==> src/rtl/pxe_pkg.sv <==
package pxe_pkg;
  localparam int PX_W    = 16;
  localparam int DEPTH_W = 3;
  localparam int CH_W    = 8;
  localparam int RGB_W   = 3 * CH_W;

  localparam logic [DEPTH_W-1:0] DEPTH_8BIT  = 3'd3;
  localparam logic [DEPTH_W-1:0] DEPTH_16BIT = 3'd4;

  typedef struct packed {
    logic [CH_W-1:0] red;
    logic [CH_W-1:0] green;
    logic [CH_W-1:0] blue;
  } rgb_t;
endpackage

==> src/rtl/pxe_decode.sv <==
module pxe_decode
  import pxe_pkg::*;
(
  input  logic [PX_W-1:0]    px,
  input  logic [DEPTH_W-1:0] depth,
  output rgb_t               rgb,
  output logic               bad
);
  always_comb begin
    rgb = '0;
    bad = 1'b0;
    case (depth)
      DEPTH_8BIT: begin
        rgb.red   = {px[7:5], 5'b00000};
        rgb.green = {px[4:2], 5'b00000};
        rgb.blue  = {px[1:0], 6'b000000};
      end
      DEPTH_16BIT: begin
        // the mask drops the unused top bit of the 16-bit word
        rgb.red   = CH_W'((px[15:10] & 6'h1F) << 3);
        rgb.green = {px[9:5], 3'b000};
        rgb.blue  = {px[4:0], 3'b000};
      end
      default: bad = 1'b1;
    endcase
  end
endmodule

==> src/rtl/pxe_stage.sv <==
module pxe_stage #(
  parameter int W = 46
) (
  input  logic         clk,
  input  logic         rst,
  input  logic         in_valid,
  input  logic         in_keep,
  input  logic [W-1:0] in_data,
  output logic         in_ready,
  output logic         out_valid,
  input  logic         out_ready,
  output logic [W-1:0] out_data,
  output logic         dropped
);
  logic valid_q, drop_q;
  logic [W-1:0] data_q;
  logic fire;

  assign in_ready  = !valid_q || out_ready;
  assign fire      = in_valid && in_ready;
  assign out_valid = valid_q;
  assign out_data  = data_q;
  assign dropped   = drop_q;

  always_ff @(posedge clk) begin
    if (rst) begin
      valid_q <= 1'b0;
      drop_q  <= 1'b0;
    end else begin
      drop_q <= fire && !in_keep;
      if (fire)           valid_q <= in_keep;
      else if (out_ready) valid_q <= 1'b0;
    end
  end

  always_ff @(posedge clk) begin
    if (fire && in_keep) data_q <= in_data;
  end

  assert_hold_stable_R8: assert property (@(posedge clk) disable iff (rst)
    (out_valid && !out_ready) |=> (out_valid && $stable(out_data)));

  assert_one_cycle_latency_R7: assert property (@(posedge clk) disable iff (rst)
    $rose(out_valid) |-> $past(in_valid && in_ready));

  assert_drop_follows_transfer_R5: assert property (@(posedge clk) disable iff (rst)
    dropped |-> ($past(in_valid && in_ready) && !out_valid));
endmodule

==> src/rtl/pixel_rgb_expander.sv <==
module pixel_rgb_expander
  import pxe_pkg::*;
#(
  parameter int COORD_W = 11
) (
  input  logic               clk,
  input  logic               rst,
  input  logic               in_valid,
  output logic               in_ready,
  input  logic [2:0]         in_depth,
  input  logic [15:0]        in_px,
  input  logic [COORD_W-1:0] in_x,
  input  logic [COORD_W-1:0] in_y,
  output logic               out_valid,
  input  logic               out_ready,
  output logic [23:0]        out_rgb,
  output logic [COORD_W-1:0] out_x,
  output logic [COORD_W-1:0] out_y,
  output logic               out_err
);
  localparam int PAY_W = RGB_W + 2 * COORD_W;

  rgb_t             dec_rgb;
  logic             dec_bad;
  logic [PAY_W-1:0] pay_in, pay_out;

  pxe_decode u_decode (
    .px    (in_px),
    .depth (in_depth),
    .rgb   (dec_rgb),
    .bad   (dec_bad)
  );

  assign pay_in = {dec_rgb, in_x, in_y};

  pxe_stage #(.W(PAY_W)) u_stage (
    .clk       (clk),
    .rst       (rst),
    .in_valid  (in_valid),
    .in_keep   (!dec_bad),
    .in_data   (pay_in),
    .in_ready  (in_ready),
    .out_valid (out_valid),
    .out_ready (out_ready),
    .out_data  (pay_out),
    .dropped   (out_err)
  );

  assign out_rgb = pay_out[PAY_W-1 -: RGB_W];
  assign out_x   = pay_out[2*COORD_W-1 -: COORD_W];
  assign out_y   = pay_out[COORD_W-1:0];

  assert_zero_pad_R11: assert property (@(posedge clk) disable iff (rst)
    out_valid |-> (out_rgb[18:16] == 3'b0 && out_rgb[10:8] == 3'b0 && out_rgb[2:0] == 3'b0));

  assert_err_single_cycle_R5: assert property (@(posedge clk) disable iff (rst)
    (out_err && !(in_valid && in_ready)) |=> !out_err);

  assert_coords_hold_R9: assert property (@(posedge clk) disable iff (rst)
    (out_valid && !out_ready) |=> ($stable(out_x) && $stable(out_y)));
endmodule

==> config.mk <==
export PLATFORM = sky130hd
export DESIGN_NAME = pixel_rgb_expander
export DESIGN_NICKNAME = d
export VERILOG_FILES = /design/src/rtl/pxe_pkg.sv /design/src/rtl/pxe_decode.sv /design/src/rtl/pxe_stage.sv /design/src/rtl/pixel_rgb_expander.sv
export SDC_FILE = /design/constraint.sdc
export NUM_CORES = 1
export LEC_CHECK = 0
export ABC_CLOCK_PERIOD_IN_PS = 3100
export BUFFER_PORTS_ARGS = -buffer_cell sky130_fd_sc_hd__buf_2
export CORE_MARGIN = 2
export CORE_UTILIZATION = 43
export CTS_BUF_LIST = sky130_fd_sc_hd__clkbuf_8
export DETAILED_ROUTE_END_ITERATION = 7
export GPL_TIMING_DRIVEN = 0
export PLACE_DENSITY_LB_ADDON = 0.15
export SLEW_MARGIN = 5
export SYNTH_ARGS = -nofsm -noshare
export SYNTH_HDL_FRONTEND = slang
export SYNTH_SLANG_ARGS = --single-unit
==> constraint.sdc <==
create_clock -name clk -period 3.1 [get_ports clk]
set_input_delay 0.465 -clock clk [delete_from_list [all_inputs] [get_ports clk]]
set_output_delay 0.465 -clock clk [all_outputs]
set_load 0.1 [all_outputs]
# --- Word-level counts from Yosys, hierarchy flattened ---
# Cells that the tools add are included.
classes:
  eq_ne: 2
  mux: 4
  n_reduce_logical: 7
op_table:
  columns: ["operator", "n"]
  rows:
  - ["$pmux 24 s2", 1]
  - ["$eq 3x2->1 const B", 1]
  - ["$eq 3x3->1 const B", 1]
  - ["$logic_and 1x1->1", 3]
  - ["$mux 1", 3]
  - ["$reduce_bool 2->1", 1]
  - ["$reduce_or 2->1", 1]
  - ["$logic_not 1->1", 1]
  - ["$logic_or 1x1->1", 1]
totals:
  ff_bits: 48
  input_bits: 45
  out_inout_bits: 49
  word_cells: 16

# --- Longest topological paths before layout ---
# Gate-level depths: netlist of the first run.
logic_depth:
  depth_word: 4
  depth_mapped: 4
  mapped_depth_nobuf: 3

# --- Hierarchy ---
# A second synthesis of the first run with hierarchy kept.
hier_totals:
  hier_cells: 85
  hier_area_um2: 1712.9
by_module_without_submodules:
  columns: ["mod", "n_inst", "cells_per_inst", "area_per_inst_um2", "seq_area_each_um2"]
  rows:
  - ["pxe_stage", 1, 54, 1460.2, 1421.4]
  - ["pxe_decode", 1, 30, 249.0, 0.0]
  - ["pixel_rgb_expander", 1, 1, 3.8, 0.0]

# --- Least setup slack after synthesis of the first run ---
# OpenSTA, ideal clock, no wires.
synth_path:
  path_type: "register to register"
  from: "register u_stage.valid_q, in the netlist u_stage.out_valid"
  to: "register u_stage.data_q[0], in the netlist u_stage.out_data[0], enable pin"
  setup_ns: 0.402
  arrival_time_ns: 2.755
  t_required_ns: 2.698
  slack_ns: -0.056
  stages_incl_launch_ff: 4
  n_path_buf: 0
  period_less_slack_ns: 3.156
  cell_sequence: "dfxtp_1 -> nand2b_1 -> nand2_1 -> nor2_2"
synth_via:
  elab_chain_cells: 4
synth_lines:
  columns: ["item", "line_no", "source"]
  rows:
  - ["start: declaration", "pxe_stage.sv:15", "logic valid_q, drop_q;"]
  - ["start signal: assignment", "pxe_stage.sv:31", "if (fire) valid_q <= in_keep;"]
  - ["$logic_not 1->1", "pxe_stage.sv:19", "assign in_ready = !valid_q || out_ready;"]
  - ["$logic_or 1x1->1", "pxe_stage.sv:19", null]
  - ["via in_ready", "pixel_rgb_expander.sv:9", "output logic in_ready,"]
  - ["$logic_and 1x1->1", "pxe_stage.sv:20", "assign fire = in_valid && in_ready;"]
  - ["$logic_and 1x1->1", "pxe_stage.sv:37", "if (fire && in_keep) data_q <= in_data;"]
  - ["end signal: assignment", "pxe_stage.sv:37", null]
  - ["end: declaration", "pxe_stage.sv:16", "logic [W-1:0] data_q;"]
# The timed path passes the listed nets, and every way through them passes these cells.
# A chain may end at the register's enable or synchronous reset.

# --- Worst setup path after layout of the first run ---
layout_path:
  from: "input port in_depth[1]"
  to: "register u_stage.data_q[2], in the netlist u_stage.out_data[2], enable pin"
layout_via:
  elab_chain_cells: 3
  elab_cells_between_ends: 4
  cone_classes: "2 x eq/ne; 2 x reduce/logical"
layout_lines:
  columns: ["item", "line_no", "source"]
  rows:
  - ["start: declaration", "pixel_rgb_expander.sv:10", "input logic [2:0] in_depth,"]
  - ["$eq 3x2->1 or $eq 3x3->1 (tied branches)", "pxe_decode.sv:12", "case (depth)"]
  - ["$reduce_or 2->1 (no line) *", null, null]
  - ["$logic_and 1x1->1 *", "pxe_stage.sv:37", null]
# Every way passes the cells marked *; elsewhere a longest branch is shown, timed or not.

==> flow_metrics.tcl, run 1 <==
set metrics [dict create \
    core_um2 3100 \
    io_pins 94 \
    power_frac_seq_pct 46.0 \
    rsz0062_at_grt "no" \
    skew_ns 0.00155 \
    synth_edf_count 37 \
    timing.max_cap.violations 0 \
    cts_tree "yes" \
    nFillCells 263 \
    synth-main-ff-cell "edfxtp_1" \
    yosys_warnings 0 \
    fin_crit_sh_pct 68.4 \
    path_cells "buf_2, nor3b_4, buf_6, nor2_2, nor2_4" \
    gr-total-overflow 0 \
    finalCriticalPeriod_ns 2.12 \
    finalWirelength_um 2690 \
    synth_area_leaders "edfxtp_1 (78%), buf_4 (5.3%), a22o_1 (4.3%)" \
    start_util_pct 45.8 \
    ys_ff_latch 39 \
    yosysTopAreaCell "edfxtp_1" \
    grt_max_degree 38 \
    place_congestion 0.670 \
    fin_cells 218 \
    synthArstFlopShare_pct 0 \
    clk_pin_slew_ns 0.07 \
    syn-cell-area_um2 1420 \
    clock_latency_ns 0.28 \
    h-tree-depth 2 \
    pwr-share-clk_pct 37.2 \
    outcome "complete, no violations" \
    switching_power_w 0.000339 \
    drc 0 \
    cts_buffer_depth 2 \
    worst_slew_pin_slew_ns 0.980 \
    postCtsSetupBuffers 0 \
    antenna_found_initial 0 \
    power_frac_comb_pct 16.9 \
    cts_buffers 5 \
    intPower_w 0.000956 \
    area_growth_pct 44.9 \
    leakagePower_nw 0.952 \
    setup_viol 0 \
    crit_arrival_ns 2.03 \
    synth_cells 75 \
    drive_gt1_share_pct 60.3 \
    first_pass_iters 4 \
    preCtsSetupSlack_ns 0.651 \
    maxSlewViolCount 0 \
    vias_per_cell 4.41 \
    dieArea_um2 3780 \
    setup_tns_ns 0 \
    relSlewSlack_pct 34.5 \
    layout.nets 218 \
    switching_share_pct 26.2 \
    post-synth-top-count-cell "edfxtp_1" \
    yosysTopAreaCellShare_pct 78.1 \
    startpoint_type "primary input" \
    synth.avg_cell_area_um2 19.0 \
    grt_first_pass_wirelength_um 3590 \
    insertedDiodeCount 0 \
    cts_hold_buf 0 \
    fmax_mhz 472 \
    vias 961 \
    multiInputGateArea_um2 220 \
    grt_pass1_vias 848 \
    hpwl_um 1960 \
    required_ns 3.01 \
    hold_class "primary input to flip-flop" \
    die_h_um 61.5 \
    powerDensity_nw_per_um2 629 \
    cts_root_buffer "clkbuf_8" \
    clock-sinks 39 \
    fp-row-count 20 \
    slowest_stage "nor2_4" \
    grt_use_total_pct 13.9 \
    ir_drop_mv 0.324 \
    critPathMaxStageDelay_ns 0.76 \
    ys_seq_area_share_pct 80.9 \
    ys_top_cells_by_count "edfxtp_1 (37), buf_4 (10), a22o_1 (7), and2_1 (7)" \
    ys_types 16 \
    hold_viol_final 0 \
    postLayoutCoreUtil_pct 66.4 \
    place_inst 210 \
    die_w_um 61.5 \
    cts_resized 0 \
    crit_path_end_kind "flip-flop" \
    crit_fanout 37 \
    setup_ws_ns 0.980 \
    setup.worst_path.class "primary input to flip-flop" \
    io_buffers 83 \
    ant_nets 0 \
    wire_per_inst_um 12.3 \
    regArea_um2 1150 \
    drtIter0Drc 18 \
]
## power groups by stage
stage          registers [W]  clock network [W]  logic [W]
3_5_place_dp        0.000607                  0   0.000218
5_1_grt             0.000597           0.000512   0.000227
2_1_floorplan       0.000701                  0  0.0000804
4_1_cts             0.000596           0.000494   0.000218
6_report            0.000596           0.000481   0.000218
3_3_place_gp        0.000607                  0   0.000216
## flip-flops by register name, indices dropped and copies added (netlist names)
| name | flops |
|---|---|
| u_stage.dropped | 1 |
| u_stage.out_data | 37 |
| u_stage.out_valid | 1 |
## logic make-up after synthesis
logic type	count (synthesis)	synth area share [%]
AOI/OAI and AO/OA	10	5.72
buffers and inverters	11	6.07
DFF	39	80.9
other	1	0.264
and+or+nand+nor	14	7.04
## final cells by class
type                       count  area share, %
clock inverter                 3           3.10
timing repair buffer          83           20.2
tap                           44           2.67
buffer                        11           4.19
multi-input combinational     33           10.7
sequential                    39           55.9
clock buffer                   5           3.34
## metrics by stage
step / power (W) / instance area (um^2) / hold slack (ns)
3_5_place_dp: 0.000826 / 1930 / 0.531
3_3_place_gp: 0.000823 / 1930 / 0.501
5_1_grt: 0.00134 / 2060 / 0.341
6_report: 0.00130 / 2060 / 0.349
4_1_cts: 0.00131 / 2060 / 0.342
2_1_floorplan: 0.000781 / 1460 / 0.534
## metal layers
metal  track usage, %  wire length (um)  vias up  part of all wire (%)
met5                0                 0        -                     0
met4             8.51                59        0                   2.2
met3             6.09               315        5                    12
met2             24.5              1360       57                    51
met1             13.2               954      439                    35
li1                 -                 -      460                     -
## final timing paths
| kind | endpoint | from | cells past startpoint | slack, ns |
|---|---|---|---|---|
| max | u_stage.out_data[2] | in_depth[1] | 5 | 0.98 |
| min | u_stage.out_valid | rst | 2 | 0.35 |
| max reg2reg | u_stage.out_data[2] | u_stage.out_valid | 3 | 1.43 |
| min reg2reg | u_stage.out_valid | u_stage.out_valid | 2 | 0.53 |
## worst max-delay path, delay by kind of cell
family / cells / cell delay, ns
AND/OR/NAND/NOR: 3 / 1.24
buffers and inverters: 2 / 0.32
## cell usage in the layout, fill, tap and decap left out, types with 2 or more instances in the layout
cell type,Yosys,routed
clkbuf_8,0,5
conb_1,1,9
bufinv_16,0,2
buf_2,0,83
buf_4,10,10
a22o_1,7,7
and2_1,7,7
edfxtp_1,37,37
dfxtp_1,2,2
No activity file was read; power rests on OpenSTA's default activity.
==> run 2: changes to the inputs <==
--- a/config.mk
+++ b/config.mk
@@ -5,10 +5,10 @@
 export SDC_FILE = /design/constraint.sdc
 export NUM_CORES = 1
 export LEC_CHECK = 0
-export ABC_CLOCK_PERIOD_IN_PS = 3100
+export ABC_CLOCK_PERIOD_IN_PS = 1710
 export BUFFER_PORTS_ARGS = -buffer_cell sky130_fd_sc_hd__buf_2
 export CORE_MARGIN = 2
-export CORE_UTILIZATION = 43
+export CORE_UTILIZATION = 39
 export CTS_BUF_LIST = sky130_fd_sc_hd__clkbuf_8
 export DETAILED_ROUTE_END_ITERATION = 7
 export GPL_TIMING_DRIVEN = 0
==> constraint.sdc (replaced) <==
create_clock -name clk -period 1.71 [get_ports clk]
set_input_delay 0.2565 -clock clk [delete_from_list [all_inputs] [get_ports clk]]
set_output_delay 0.2565 -clock clk [all_outputs]
set_load 0.1 [all_outputs]
==> flow_metrics.tcl, run 2 (synthesis gave the netlist of run 1 again) <==
set metrics [dict create \
    leakagePower_nw 0.984 \
    cts_hold_buf 0 \
    crit_arrival_ns 1.14 \
    rsz0062_at_grt "no" \
    gr-total-overflow 0 \
    maxSlewViolCount 0 \
    crit_fanout 3 \
    ant_nets 0 \
    ir_drop_mv 0.663 \
    insertedDiodeCount 0 \
    vias 954 \
    fmax_mhz 718 \
    die_h_um 64.4 \
    place_inst 212 \
    drc 0 \
    power_frac_seq_pct 45.7 \
    layout.nets 222 \
    first_pass_iters 3 \
    cts_root_buffer "clkbuf_8" \
    io_pins 94 \
    crit_family "buffers and inverters" \
    wire_per_inst_um 12.0 \
    core_um2 3420 \
    start_util_pct 41.6 \
    setup.worst_path.class "flip-flop to primary output" \
    critPathMaxStageDelay_ns 0.43 \
    switching_power_w 0.000617 \
    antenna_found_initial 0 \
    place_congestion 0.688 \
    hold_viol_final 0 \
    powerDensity_nw_per_um2 1100 \
    setup_viol 0 \
    switching_share_pct 26.1 \
    clock_latency_ns 0.28 \
    clk_pin_slew_ns 0.07 \
    cts_buffer_depth 2 \
    dieArea_um2 4150 \
    h-tree-depth 2 \
    power_frac_comb_pct 17.5 \
    grt_max_degree 20 \
    mostFrequentLayoutCells "buf_2 (83), edfxtp_1 (37), buf_4 (11), conb_1 (9)" \
    path_cells "nand2b_4, buf_2" \
    largest_reg_flops 37 \
    final_cell_area_um2 2140 \
    finalWirelength_um 2690 \
    outcome "complete, no violations" \
    finalCriticalPeriod_ns 1.39 \
    fp-row-count 21 \
    crit_path_end_kind "primary output" \
    timing.max_cap.violations 0 \
    cts_tree "yes" \
    crit_buf_inv 1 \
    hold_class "primary input to flip-flop" \
    slowest_stage "buf_2" \
    vias_per_cell 4.26 \
    grt_pass1_vias 870 \
    area_growth_pct 50.5 \
    die_w_um 64.4 \
    startpoint_type "flip-flop" \
    final_common_cell "buf_2" \
    required_ns 1.45 \
    placedInstanceArea_um2 1950 \
    drtIter0Drc 40 \
    grt_first_pass_wirelength_um 3880 \
    skew_ns 0.00269 \
    grt_use_total_pct 13.1 \
    io_buffers 83 \
    clock-sinks 39 \
    intPower_w 0.00174 \
    fin_cells 224 \
    cts_buffers 5 \
    drive_gt1_share_pct 62.9 \
    pwr-share-clk_pct 36.8 \
    fin_crit_sh_pct 81.5 \
]
run 2: cell count changes in the layout (fill, tap and decap cells not counted):
cell | before | now
buf_12 | 0 | 2
buf_4 | 10 | 11
dfxtp_1 | 2 | 1
dfxtp_4 | 0 | 1
nand2_1 | 1 | 0
nand2_4 | 0 | 1
nand2b_1 | 1 | 0
nand2b_4 | 0 | 1
nor2_4 | 1 | 2
run 2: cell type report:
type	instances	area (um^2)
Buffer	11	86.3
Timing Repair Buffer	86	463
Sequential cell	39	1150
Clock buffer	5	68.8
Fill cell	294	1270
Clock inverter	3	63.8
Tap cell	46	57.6
Multi-Input combinational cell	34	246
run 2: timing repair:
| action | in CTS | in global routing |
|---|---|---|
| buffers inserted | 0 | 3 |
| gates cloned | 1 | 0 |
| endpoints found under the setup margin | 37 | 37 |
| gates resized for setup | 1 | 0 |
| pin swaps | 1 | 2 |
run 2: path summary, 6_finish.rpt:
path                          start  depth (start not counted)              endpoint  slack, ns
hold / removal                  rst                          2     u_stage.out_valid       0.14
hold reg to reg   u_stage.out_valid                          2     u_stage.out_valid       0.52
setup reg to reg  u_stage.out_valid                          4  u_stage.out_data[15]       0.63
setup / recovery  u_stage.out_valid                          2              in_ready       0.32
run 2: power groups by stage:
| stage | registers (W) | clock network (W) | logic [W] |
|---|---|---|---|
| 2_1_floorplan | 0.00127 | 0 | 0.000148 |
| 3_3_place_gp | 0.00110 | 0 | 0.000395 |
| 3_5_place_dp | 0.00110 | 0 | 0.000400 |
| 4_1_cts | 0.00108 | 0.000895 | 0.000404 |
| 5_1_grt | 0.00108 | 0.000928 | 0.000431 |
| 6_report | 0.00108 | 0.000869 | 0.000413 |
run 2: stage by stage:
stage               setup TNS (ns)  hold slack (ns)  utilization (%)  setup slack [ns]  power (W)
global placement            -18.40            0.418             57.1            -0.498    0.00150
floorplan                    -4.52            0.316                -            -0.122    0.00142
global route                     0            0.132             62.7             0.252    0.00244
CTS                              0            0.131             61.3            0.0805    0.00238
finish                           0            0.138             62.7             0.317    0.00236
detailed placement          -19.47            0.433             57.1            -0.527    0.00150
run 2: layer usage:
layer	track usage [%]	share of wire, %
met2	22.0	48
met5	0	0
met3	3.70	10
met4	7.98	1.6
met1	14.6	40
==> run 3: changes to the inputs <==
--- a/config.mk
+++ b/config.mk
@@ -5,7 +5,7 @@
 export SDC_FILE = /design/constraint.sdc
 export NUM_CORES = 1
 export LEC_CHECK = 0
-export ABC_CLOCK_PERIOD_IN_PS = 1710
+export ABC_CLOCK_PERIOD_IN_PS = 1200
 export BUFFER_PORTS_ARGS = -buffer_cell sky130_fd_sc_hd__buf_2
 export CORE_MARGIN = 2
 export CORE_UTILIZATION = 39
==> constraint.sdc (replaced) <==
create_clock -name clk -period 1.2 [get_ports clk]
set_input_delay 0.18 -clock clk [delete_from_list [all_inputs] [get_ports clk]]
set_output_delay 0.18 -clock clk [all_outputs]
set_load 0.1 [all_outputs]
==> flow_metrics.tcl, run 3 (synthesis gave the netlist of run 1 again) <==
set metrics [dict create \
    outcome "complete, no violations" \
    finalWirelength_um 2770 \
    fin_crit_sh_pct 93.5 \
    grt_first_pass_wirelength_um 4080 \
    clk_pin_slew_ns 0.07 \
    first_pass_iters 3 \
    place_inst 212 \
    cts_tree "yes" \
    hold_viol_final 0 \
    crit_arrival_ns 0.94 \
    startpoint_type "flip-flop" \
    drive_gt1_share_pct 63.3 \
    die_h_um 64.4 \
    drtIter0Drc 32 \
    finalCriticalPeriod_ns 1.12 \
    grt_pass1_vias 910 \
    antenna_found_initial 0 \
    ir_drop_mv 0.946 \
    final_common_cell "buf_4" \
    crit_path_end_kind "primary output" \
    skew_ns 0.00273 \
    fp-row-count 21 \
    mostFrequentLayoutCells "buf_4 (52), buf_2 (43), edfxtp_1 (37), conb_1 (9)" \
    clock_latency_ns 0.28 \
    gr-total-overflow 0 \
    whs_ns 0.0625 \
    cts_hold_buf 0 \
    insertedDiodeCount 0 \
    rsz0062_at_grt "no" \
    io_buffers 83 \
    cts_root_buffer "clkbuf_8" \
    grt_max_degree 20 \
    required_ns 1.02 \
    place_congestion 0.688 \
    vias_per_cell 4.23 \
    io_pins 94 \
    dieArea_um2 4150 \
    setup.worst_path.class "flip-flop to primary output" \
    clock-sinks 39 \
    cts_buffers 5 \
    layout.nets 224 \
    die_w_um 64.4 \
    setup_viol 0 \
    timing.max_cap.violations 0 \
    maxSlewViolCount 0 \
    fmax_mhz 892 \
    core_um2 3420 \
    cts_buffer_depth 2 \
    drc 0 \
    leakagePower_nw 1.02 \
    area_growth_pct 58.0 \
    crit_fanout 3 \
    ant_nets 0 \
    vias 956 \
    hold_class "primary input to flip-flop" \
    h-tree-depth 2 \
    start_util_pct 41.6 \
    powerDensity_nw_per_um2 1510 \
    largest_reg_flops 37 \
    fin_cells 226 \
    grt_use_total_pct 13.7 \
    wire_per_inst_um 12.3 \
]
-- run 3: worst max-delay path, stage by stage, from the launching register on --
cell and delay [ns]:
dfxtp_4 0.35, nand2b_4 0.09, buf_6 0.23
-- run 3: per-layer routing --
metal	up-vias	part of all wire [%]	GRT usage, %
met4	0	1.6	7.98
met2	58	49	23.7
met3	5	9.7	3.52
met5	-	0	0
li1	474	-	-
met1	419	40	15.0
-- run 3: worst paths after layout --
kind,depth (start not counted),slack [ns],startpoint,endpoint
worst max register to register,4,0.13,u_stage.out_valid,u_stage.out_data[9]
worst min register to register,2,0.53,u_stage.out_valid,u_stage.out_valid
worst min-delay path,2,0.06,rst,u_stage.out_valid
worst max-delay path,2,0.08,u_stage.out_valid,in_ready
-- run 3: final cells by class --
type                    instances  area [um^2]
fillers                       275         1170
flip-flops and latches         39         1150
repair buffers                 88          569
multi-input cells              34          246
plain buffers                  11         86.3
clock buffers                   5         68.8
clock inverters                 3         63.8
well taps                      46         57.6
-- run 3: report_power, final --
part / switching [W] / internal, W
Sequential: 0.00000938 / 0.00153
Clock: 0.000414 / 0.000822
Combinational: 0.000456 / 0.000153
-- run 3: metrics by stage --
stage	TNS, ns	area, um^2	setup slack (ns)	utilization (%)	power (W)
3_3_place_gp	-34.45	1950	-0.932	57.1	0.00213
3_5_place_dp	-35.62	1950	-0.961	57.1	0.00214
5_1_grt	0	2250	0.0443	65.8	0.00350
6_report	0	2250	0.0784	65.8	0.00338
2_1_floorplan	-23.39	1480	-0.632	-	0.00202
4_1_cts	0	2240	0.000680	65.6	0.00343
-- run 3: timing repair --
action,4_1_cts,5_1_grt
resized for setup,40,2
cloned,1,0
pin swaps,3,0
setup buffers,5,0
setup endpoints to repair,76,2
hold endpoints to repair,0,0
